<file path="config.mk">
export PLATFORM = sky130hd
export DESIGN_NAME = sysreg_bank
export DESIGN_NICKNAME = d
export VERILOG_FILES = /design/src/rtl/sysreg_pkg.sv /design/src/rtl/sysreg_ctrl.sv /design/src/rtl/sysreg_datapath.sv /design/src/rtl/sysreg_bank.sv
export SDC_FILE = /design/constraint.sdc
export NUM_CORES = 1
export LEC_CHECK = 0
export BUFFER_PORTS_ARGS = -buffer_cell sky130_fd_sc_hd__buf_4
export CAP_MARGIN = 20
export CORE_MARGIN = 5
export CORE_UTILIZATION = 52
export CTS_CLUSTER_DIAMETER = 200
export DETAILED_ROUTE_END_ITERATION = 8
export HOLD_SLACK_MARGIN = 0.15
export PLACE_DENSITY = 0.8
export REMOVE_ABC_BUFFERS = 1
export SYNTH_ARGS = -nofsm -noshare
export SYNTH_HDL_FRONTEND = slang
export SYNTH_HIERARCHICAL = 1
export SYNTH_SLANG_ARGS = --single-unit
</file>
<file path="constraint.sdc">
create_clock -name clk -period 3.5 [get_ports clk]
set_input_delay 0.875 -clock clk [delete_from_list [all_inputs] [get_ports clk]]
set_output_delay 0.875 -clock clk [all_outputs]
set_load 0.05 [all_outputs]
</file>
<file path="src/rtl/sysreg_pkg.sv">
package sysreg_pkg;

  localparam int DW = 16;

  // Slot numbers (address bits 4:1)
  localparam logic [3:0] SLOT_ERR_LO  = 4'o00;
  localparam logic [3:0] SLOT_ERR_HI  = 4'o01;
  localparam logic [3:0] SLOT_MEMERR  = 4'o02;
  localparam logic [3:0] SLOT_CACHE   = 4'o03;
  localparam logic [3:0] SLOT_MAINT   = 4'o04;
  localparam logic [3:0] SLOT_HITMISS = 4'o05;
  localparam logic [3:0] SLOT_SIZE_LO = 4'o10;
  localparam logic [3:0] SLOT_SIZE_HI = 4'o11;
  localparam logic [3:0] SLOT_SYSID   = 4'o12;
  localparam logic [3:0] SLOT_CPUERR  = 4'o13;
  localparam logic [3:0] SLOT_UBRK    = 4'o14;
  localparam logic [3:0] SLOT_PIRQ    = 4'o15;
  localparam logic [3:0] SLOT_STKLIM  = 4'o16;

  typedef enum logic [1:0] {
    LANE_WORD = 2'd0,
    LANE_LO   = 2'd1,
    LANE_HI   = 2'd2
  } laneT;

  typedef struct packed {
    logic       memErrWr;
    logic       cacheWr;
    logic       ubrkWr;
    logic       cpuErrClr;
    logic       pirqWr;
    logic       stkWr;
    laneT       lane;
    logic       rdEn;
    logic [3:0] slot;
  } strobeT;

  // Byte goes into the selected lane, the other lane keeps its value
  function automatic logic [DW-1:0] laneMerge(laneT lane, logic [DW-1:0] oldV,
                                              logic [DW-1:0] d);
    case (lane)
      LANE_HI: laneMerge = {d[7:0], oldV[7:0]};
      LANE_LO: laneMerge = {oldV[15:8], d[7:0]};
      default: laneMerge = d;
    endcase
  endfunction

  // Odd byte moves to the upper half, even byte is zero-extended
  function automatic logic [DW-1:0] laneShift(laneT lane, logic [DW-1:0] d);
    case (lane)
      LANE_HI: laneShift = {d[7:0], 8'h00};
      LANE_LO: laneShift = {8'h00, d[7:0]};
      default: laneShift = d;
    endcase
  endfunction

endpackage

</file>
<file path="src/rtl/sysreg_ctrl.sv">
module sysreg_ctrl
  import sysreg_pkg::*;
#(
  parameter logic [15:0] READ_MAP  = 16'h7F3F,
  parameter logic [15:0] WRITE_MAP = 16'h783C
) (
  input  logic       sel,
  input  logic [3:0] addrIdx,
  input  logic       addrOdd,
  input  logic       wr,
  input  logic       byteEn,
  output strobeT     strobe,
  output logic       nxm
);

  logic readable;
  logic writable;
  logic wrGo;

  always_comb begin
    readable = READ_MAP[addrIdx];
    writable = WRITE_MAP[addrIdx];
    wrGo     = sel & wr & writable;
    nxm      = sel & (wr ? ~writable : ~readable);

    strobe           = '0;
    strobe.slot      = addrIdx;
    strobe.rdEn      = sel & ~wr & readable;
    strobe.memErrWr  = wrGo & (addrIdx == SLOT_MEMERR);
    strobe.cacheWr   = wrGo & (addrIdx == SLOT_CACHE);
    strobe.ubrkWr    = wrGo & (addrIdx == SLOT_UBRK);
    strobe.cpuErrClr = wrGo & (addrIdx == SLOT_CPUERR);
    strobe.pirqWr    = wrGo & (addrIdx == SLOT_PIRQ);
    strobe.stkWr     = wrGo & (addrIdx == SLOT_STKLIM);
    if (!byteEn)      strobe.lane = LANE_WORD;
    else if (addrOdd) strobe.lane = LANE_HI;
    else              strobe.lane = LANE_LO;
  end

endmodule

</file>
<file path="src/rtl/sysreg_datapath.sv">
module sysreg_datapath
  import sysreg_pkg::*;
#(
  parameter int          MSW          = 22,
  parameter logic [15:0] SYS_ID       = 16'h1234,
  parameter logic [15:0] CPU_ERR_MASK = 16'h00FC,
  parameter logic [15:0] STK_MASK     = 16'hFF00
) (
  input  logic           clk,
  input  logic           rstN,
  input  strobeT         strobe,
  input  logic [DW-1:0]  wdata,
  input  logic [DW-1:0]  memErrSet,
  input  logic [DW-1:0]  cpuErrSet,
  input  logic [MSW-1:0] memSize,
  input  logic [DW-1:0]  pirqIn,
  output logic [DW-1:0]  rdata,
  output logic           pirqWr,
  output logic [DW-1:0]  pirqData
);

  localparam int SIZE_SHIFT = 6;
  localparam int SIZE_TOP   = SIZE_SHIFT + DW;

  logic [DW-1:0] memErr, cacheCtl, ubrk, cpuErr, stkLim;
  logic [DW-1:0] shiftVal;
  logic [DW-1:0] sizeBlocks;
  logic [DW-1:0] sizeRead;
  logic          unusedSizeBits;

  // Memory size in 64-byte blocks; width picks the slicing variant
  generate
    if (MSW >= SIZE_TOP) begin : gSizeWide
      assign sizeBlocks     = memSize[SIZE_SHIFT +: DW];
      assign unusedSizeBits = ^{memSize[SIZE_SHIFT-1:0], memSize[MSW-1 -: (MSW-SIZE_TOP+1)]};
    end else begin : gSizeNarrow
      assign sizeBlocks     = DW'(memSize >> SIZE_SHIFT);
      assign unusedSizeBits = ^memSize[SIZE_SHIFT-1:0];
    end
  endgenerate

  assign sizeRead = sizeBlocks - 16'd1;
  assign shiftVal = laneShift(strobe.lane, wdata);

  always_ff @(posedge clk or negedge rstN) begin
    if (!rstN) begin
      memErr   <= '0;
      cacheCtl <= '0;
      ubrk     <= '0;
      cpuErr   <= '0;
      stkLim   <= '0;
      pirqWr   <= 1'b0;
      pirqData <= '0;
    end else begin
      memErr <= (strobe.memErrWr ? (memErr & ~shiftVal) : memErr) | memErrSet;
      cpuErr <= (strobe.cpuErrClr ? '0 : cpuErr) | (cpuErrSet & CPU_ERR_MASK);
      if (strobe.cacheWr) cacheCtl <= laneMerge(strobe.lane, cacheCtl, wdata);
      if (strobe.ubrkWr)  ubrk     <= laneMerge(strobe.lane, ubrk, wdata);
      if (strobe.stkWr)   stkLim   <= shiftVal & STK_MASK;
      pirqWr <= strobe.pirqWr;
      if (strobe.pirqWr)  pirqData <= shiftVal;
    end
  end

  always_comb begin
    rdata = '0;
    if (strobe.rdEn) begin
      case (strobe.slot)
        SLOT_MEMERR:  rdata = memErr;
        SLOT_CACHE:   rdata = cacheCtl;
        SLOT_SIZE_LO: rdata = sizeRead;
        SLOT_SYSID:   rdata = SYS_ID;
        SLOT_CPUERR:  rdata = cpuErr & CPU_ERR_MASK;
        SLOT_UBRK:    rdata = ubrk;
        SLOT_PIRQ:    rdata = pirqIn;
        SLOT_STKLIM:  rdata = stkLim;
        default:      rdata = '0;
      endcase
    end
  end

  AST_CACHE_HOLD: assert property (@(posedge clk) disable iff (!rstN)
    !strobe.cacheWr |=> $stable(cacheCtl));

  AST_STK_LOW_ZERO: assert property (@(posedge clk) disable iff (!rstN)
    (strobe.rdEn && strobe.slot == SLOT_STKLIM) |-> (rdata[7:0] == 8'h00));

  AST_MEMERR_NO_SET: assert property (@(posedge clk) disable iff (!rstN)
    1'b1 |=> ((memErr & ~$past(memErr) & ~$past(memErrSet)) == '0));

  AST_CPUERR_CLEAR: assert property (@(posedge clk) disable iff (!rstN)
    (strobe.cpuErrClr && cpuErrSet == '0) |=> (cpuErr == '0));

  AST_PIRQ_FOLLOW: assert property (@(posedge clk) disable iff (!rstN)
    strobe.pirqWr |=> pirqWr);

endmodule

</file>
<file path="src/rtl/sysreg_bank.sv">
module sysreg_bank
  import sysreg_pkg::*;
#(
  parameter int          MSW    = 22,
  parameter logic [15:0] SYS_ID = 16'h1234
) (
  input  logic           clk,
  input  logic           rstN,
  input  logic           sel,
  input  logic [3:0]     addrIdx,
  input  logic           addrOdd,
  input  logic           wr,
  input  logic           byteEn,
  input  logic [15:0]    wdata,
  input  logic [15:0]    memErrSet,
  input  logic [15:0]    cpuErrSet,
  input  logic [MSW-1:0] memSize,
  input  logic [15:0]    pirqIn,
  output logic [15:0]    rdata,
  output logic           nxm,
  output logic           pirqWr,
  output logic [15:0]    pirqData
);

  strobeT strobe;

  sysreg_ctrl i_ctrl (
    .sel     (sel),
    .addrIdx (addrIdx),
    .addrOdd (addrOdd),
    .wr      (wr),
    .byteEn  (byteEn),
    .strobe  (strobe),
    .nxm     (nxm)
  );

  sysreg_datapath #(.MSW(MSW), .SYS_ID(SYS_ID)) i_datapath (
    .clk       (clk),
    .rstN      (rstN),
    .strobe    (strobe),
    .wdata     (wdata),
    .memErrSet (memErrSet),
    .cpuErrSet (cpuErrSet),
    .memSize   (memSize),
    .pirqIn    (pirqIn),
    .rdata     (rdata),
    .pirqWr    (pirqWr),
    .pirqData  (pirqData)
  );

  AST_UNIMP_NXM: assert property (@(posedge clk) disable iff (!rstN)
    (sel && (addrIdx == 4'o06 || addrIdx == 4'o07 || addrIdx == 4'o17))
      |-> (nxm && rdata == 16'h0000));

  AST_ZERO_SLOT: assert property (@(posedge clk) disable iff (!rstN)
    (sel && !wr && (addrIdx == SLOT_ERR_LO || addrIdx == SLOT_ERR_HI ||
     addrIdx == SLOT_MAINT || addrIdx == SLOT_HITMISS || addrIdx == SLOT_SIZE_HI))
      |-> (rdata == 16'h0000 && !nxm));

  AST_SYSID_READ: assert property (@(posedge clk) disable iff (!rstN)
    (sel && !wr && addrIdx == SLOT_SYSID) |-> (rdata == SYS_ID));

endmodule

</file>
# Yosys cells after proc, flatten, opt, wreduce, memory -nomap -nowiden

Memories as Yosys holds them, arrays and structs flattened.
Cells that the tools add are included.

Register bits after elaboration: 89
Bits in latches: 0
Bits in writable memories: 0
Memory bits (read-only): 32
Input bits: 96
Output and inout port bits: 34
Word-level logic and storage cells: 58
Memories: 2

Add/subtract/negate cells: 1
Multipliers: 0
Divide/modulo/power cells: 0
Magnitude comparators: 1
Equal/unequal tests: 10
Shift operators: 0
Muxes and demuxes: 11
Bitwise logic cells: 20
Reduce and logical (&&, ||, !) cells: 4

Memories:

| memory           | depth | width | rd ports | clocked after Yosys merged registers in | write ports | line              | RTL |
|---|---|---|---|---|---|---|---|
| (name not given) | 16    | 1     | 1        | 0                                       | 0           | sysreg_ctrl.sv:21 | `readable = READ_MAP[addrIdx];` |
| (name not given) | 16    | 1     | 1        | 0                                       | 0           | sysreg_ctrl.sv:22 | `writable = WRITE_MAP[addrIdx];` |

Operators by type and width:

| kind                                                                  | number |
|---|---|
| 16-bit one-hot mux with 8 select lines                                | 1 |
| 16-bit one-hot mux with 2 select lines                                | 2 |
| 16-bit 2-to-1 mux                                                     | 3 |
| 4-bit == test (second input constant)                                 | 6 |
| 16-bit AND                                                            | 1 |
| 16-bit NOT                                                            | 1 |
| 16-bit bitwise OR                                                     | 1 |
| 16-bit by 8-bit bitwise OR with 16-bit output                         | 1 |
| 16-bit by 1-bit subtractor with 16-bit output (second input constant) | 1 |
| 1-bit AND                                                             | 11 |
| 4-bit by 2-bit == test with 1-bit output (second input constant)      | 2 |
| 2-bit AND reduction                                                   | 4 |
| 4-bit by 5-bit < comparator with 1-bit output (second input constant) | 1 |
| 1-bit NOT                                                             | 5 |
| 2-bit 2-to-1 mux                                                      | 2 |
| 1-bit 2-to-1 mux                                                      | 3 |
| 2-bit by 1-bit == test with 1-bit output (second input constant)      | 1 |
| 2-bit == test (second input constant)                                 | 1 |

# Longest topological paths before layout

Depth after elaboration: 8
Mapped depth: 10
Mapped depth without buffers: 7

# Cells and area by module

Netlist, hierarchy kept.

Modules (own cells, without submodules):

| module          | instances | cells an instance | area each (um^2) | seq. area each (um^2) |
|---|---|---|---|---|
| sysreg_datapath | 1         | 460               | 4,207.8          | 1,976.9 |
| sysreg_ctrl     | 1         | 31                | 215.2            | 0.0 |

# Worst setup path before layout

Ideal clock, no wire load.

Kind: input to output
From: input addrIdx[3]
To: output rdata[13]
Arrival time: 3.280 ns
Data required time: 2.625 ns
Slack: -0.655 ns
Stages on the path: 7
Buffers on the path: 4
Cells stage by stage: buf_4 clkbuf_1 and3b_1 clkbuf_1 clkbuf_1 a221oi_1 o32ai_1

Word-level cells in the longest chain between the ends: 4
Elaborated cells on any way between the ends: 13
Classes of those cells: eq/ne (8); mux (3); bitwise (1); memory (1)

Ends and longest elaborated chain:

| item                                   | line                  | RTL |
|---|---|---|
| from (decl)                            | sysreg_bank.sv:10     | `input logic [3:0] addrIdx,` |
| memory 16 x 1 bit                      | n/a                   |  |
| 1-bit 2-to-1 mux (not written as such) | sysreg_ctrl.sv:21     |  |
| 1-bit AND                              | sysreg_ctrl.sv:28     | `strobe.rdEn = sel & ~wr & readable;` |
| 16-bit 2-to-1 mux *                    | sysreg_datapath.sv:67 | `if (strobe.rdEn) begin` |
| to (decl)                              | sysreg_bank.sv:19     | `output logic [15:0] rdata,` |

Every way passes the cells marked *; elsewhere a longest branch is shown, timed or not. The select of a mux whose other input is x is not followed.

# Worst setup path in the final report

From: input memSize[10]
To: output rdata[10]

Word-level cells in the longest chain between the ends: 3

Ends and longest elaborated chain:

| item                                          | line                  | RTL |
|---|---|---|
| from (decl)                                   | sysreg_bank.sv:17     | `input logic [MSW-1:0] memSize,` |
| 16-bit by 1-bit subtractor with 16-bit output | sysreg_datapath.sv:42 | `assign sizeRead = sizeBlocks - 16'd1;` |
| 16-bit one-hot mux with 8 select lines        | sysreg_datapath.sv:68 | `case (strobe.slot)` |
| 16-bit 2-to-1 mux                             | sysreg_datapath.sv:67 |  |

Every way passes these cells.

==> key figures <==
Outcome
  • Status: complete, no violations

Global routing
  • Largest net degree at the start of global routing: 80
  • Total Routing Usage GR: 25.2%
  • Total gr overflow: 0
  • Vias in the first global route: 4114
  • Initial antenna violation count: 0
  • First-pass GRT wire length: 20.4 mm

Cells and area
  • Final-stage net count: 707
  • Post-layout util: 69.1%
  • Share of cells above drive strength 1: 29.6%
  • Filler cell count: 670
  • Design Area, Final: 0.00570 mm²
  • P&R area growth vs syn: 29.0%
  • N_diodes: 0

Floorplanning
  • Initial Utilization: 53.6%
  • Die ar.: 0.0105 mm²
  • Top-Level Pins: 130
  • Die H: 102 µm
  • Die Span X: 102 µm
  • Core area: 0.00826 mm²
  • Row count: 33

Timing
  • Setup WS post-layout: 20.3 ps
  • Slew Limit Fails: 0
  • Final hold vios: 0
  • Tmin final: 3480 ps
  • Max-slew headroom: 34.5%
  • Worst Max-Slew Pin Slew: 982 ps
  • Final Skew: 0 ps
  • Tcrit/Tclk final: 99.4%
  • Final setup vio count: 0
  • Fmax: 0.287 GHz

Power
  • Max IR drop VDD: 417 µV
  • P_leak: 0.00249 µW
  • Power density cells: 436 mW/mm²

Critical path
  • Critical Path Source Type: input pin
  • Crit. End Element: output port
  • Crit path max fanout: 5
  • Worst path required time: 2620 ps
  • Crit path arrival time: 2600 ps
  • CP Class: in2out
  • Worst r2r path cells: 2

Yosys
  • Most numerous cell in the Yosys netlist: dfrtp_1
  • Distinct cell type count after synthesis: 65
  • Top cells by area, synth: dfrtp_1 (45%), o21ai_0 (5.7%), nand2_1 (5.5%)
  • Post-synth EDFFs: 0
  • Ys Warns: 6
  • Synth top cells by count: dfrtp_1 (79), nand2_1 (65), o21ai_0 (50), clkbuf_1 (28), nor2_1 (25)
  • Synth Area per Inst: 9.01 µm²
  • #FFs+latches synth: 79
  • Top FF cell, synth: dfrtp_1
  • Post-Syn Instances: 491
  • Post-synth top area cell: dfrtp_1
  • Area share of the largest cell type after synthesis: 44.7%
  • Share of the yosys chip area belonging to registers: 44.7%
  • Async SR Flop Fraction: 100%
  • Synthesized area: 0.00442 mm²

CTS
  • Post-CTS setup buffer count: 0
  • TritonCTS clock tree: built
  • Post-cts hold buffer count: 0
  • H-tree depth: 3
  • Clock Pin Slew Worst Setup and Hold Paths: 80 ps
  • Worst-Skew Late Latency: 350 ps
  • Clock Tree Buf Depth: 2
  • Clk sinks: 79
  • Clk root buf: clkbuf_8
  • Total CTS buffers: 9

Job
  • Maxcap violations: 0

Hold path
  • Worst Hold Class: reg2reg
  • Worst hold stages: 1

Route
  • Routed wire per std cell: 18.1 µm
  • DRT antenna net count: 0
  • # DRC: 0
  • Via density: 5.86
  • Final wirelength: 13.0 mm
  • Vias: 4202
  • Drt first pass iters: 6
  • Iter 0 DRT Violations: 301

Place
  • # port buffers: 113
  • Placed Area: 0.00545 mm²
  • HPWL Detailed: 9.73 mm
  • GPL Wtd Cong: 0.912
  • Worst Setup Slack post-DPL: -38.1 ps
-- kinds of logic (layout without fill, tap and decap cells) --
logic type | after synthesis | in the layout | share of synthesized area, %
AO/OA/AOI/OAI | 161 | 161 | 23.7
XOR/XNOR | 5 | 5 | 0.990
adder cells (fa/ha/maj) | 4 | 4 | 1.13
buffers and inverters | 53 | 174 | 5.21
flip-flops | 79 | 79 | 44.7
multiplexers | 17 | 17 | 4.07
AND/OR/NAND/NOR | 172 | 172 | 20.2
-- critical path, stage by stage --
cell,delay [ps]
buf_6,90
or4_4,570
buf_6,160
o31a_1,310
o21ai_1,220
a31oi_1,160
buf_4,220
-- layout make-up --
| type | instances | area, µm² | share of cell area [%] |
|---|---|---|---|
| Clock buffer | 11 | 151 | 2.65 |
| Clock inverter | 5 | 63.8 | 1.12 |
| Inverter | 16 | 60.1 | 1.05 |
| Multi-Input combinational cell | 359 | 2240 | 39.3 |
| Sequential cell | 79 | 1980 | 34.7 |
| Tap cell | 105 | 131 | 2.30 |
| Timing Repair Buffer | 142 | 1080 | 19.0 |
-- final timing paths --
check,from,end,slack (ps)
max,memSize[10],rdata[10],20
min,i_datapath/memErr[5],i_datapath/memErr[5],480
max reg2reg,i_datapath/ubrk[5],i_datapath/ubrk[5],2800
min reg2reg,i_datapath/memErr[5],i_datapath/memErr[5],480
max in group asynchronous,rstN,i_datapath/cacheCtl[13],2190
min in group asynchronous,rstN,i_datapath/pirqData[2],670
-- routing by layer --
layer / track usage (%) / vias to the layer above / wire [µm]
met1: 34.7 / 1982 / 5530
met3: 5.12 / 22 / 1060
met2: 40.7 / 198 / 6100
met5: 0 / - / 0
met4: 7.37 / 0 / 276
li1: - / 2000 / -
-- registers in the layout (all words and copies together), names as in the netlist --
register	cells
i_datapath/memErr	16
i_datapath/cacheCtl	16
i_datapath/cpuErr	6
i_datapath/pirqData	16
i_datapath/stkLim	8
i_datapath/ubrk	16
i_datapath/pirqWr	1
-- metrics by stage --
step	total power, µW	hold slack (ps)	setup TNS [ps]	instances
floorplan	1490	444	-4100	454
global placement	1760	457	0	701
detailed placement	1780	466	-38.1	701
CTS	2490	482	0	717
global route	2600	507	-15.9	717
finish	2490	481	0	717
-- layout by cell type (no fill, tap or decap), types with 3 or more instances in the layout --
master	instances
and3_1	5
a221oi_1	5
mux2_2	8
a21o_1	23
a22o_1	6
dfrtp_1	79
ha_1	4
mux2i_1	9
nor2b_1	7
o21ai_1	3
nand2_1	65
xor2_1	3
a22oi_1	13
buf_6	4
nor3_1	6
inv_1	16
nor2_1	25
o2bb2ai_1	5
nand3_1	13
clkbuf_8	11
or2_2	3
nand2b_1	14
nor4_1	5
buf_4	138
nor3b_1	3
a21oi_1	23
o21ai_0	50
a31oi_1	9
and2_1	4
o211ai_1	4
-- timing repair --
action / CTS / global route
endpoints found under the setup margin: 1 / 9
gates resized for setup: 1 / 8
endpoints found under the hold margin: 0 / 0
pin swaps: 0 / 3
-- power breakdown --
part	switching, µW	internal [µW]
Sequential	69.8	1040
Clock	344	373
Combinational	413	252
(Power assumes the default switching activity.)
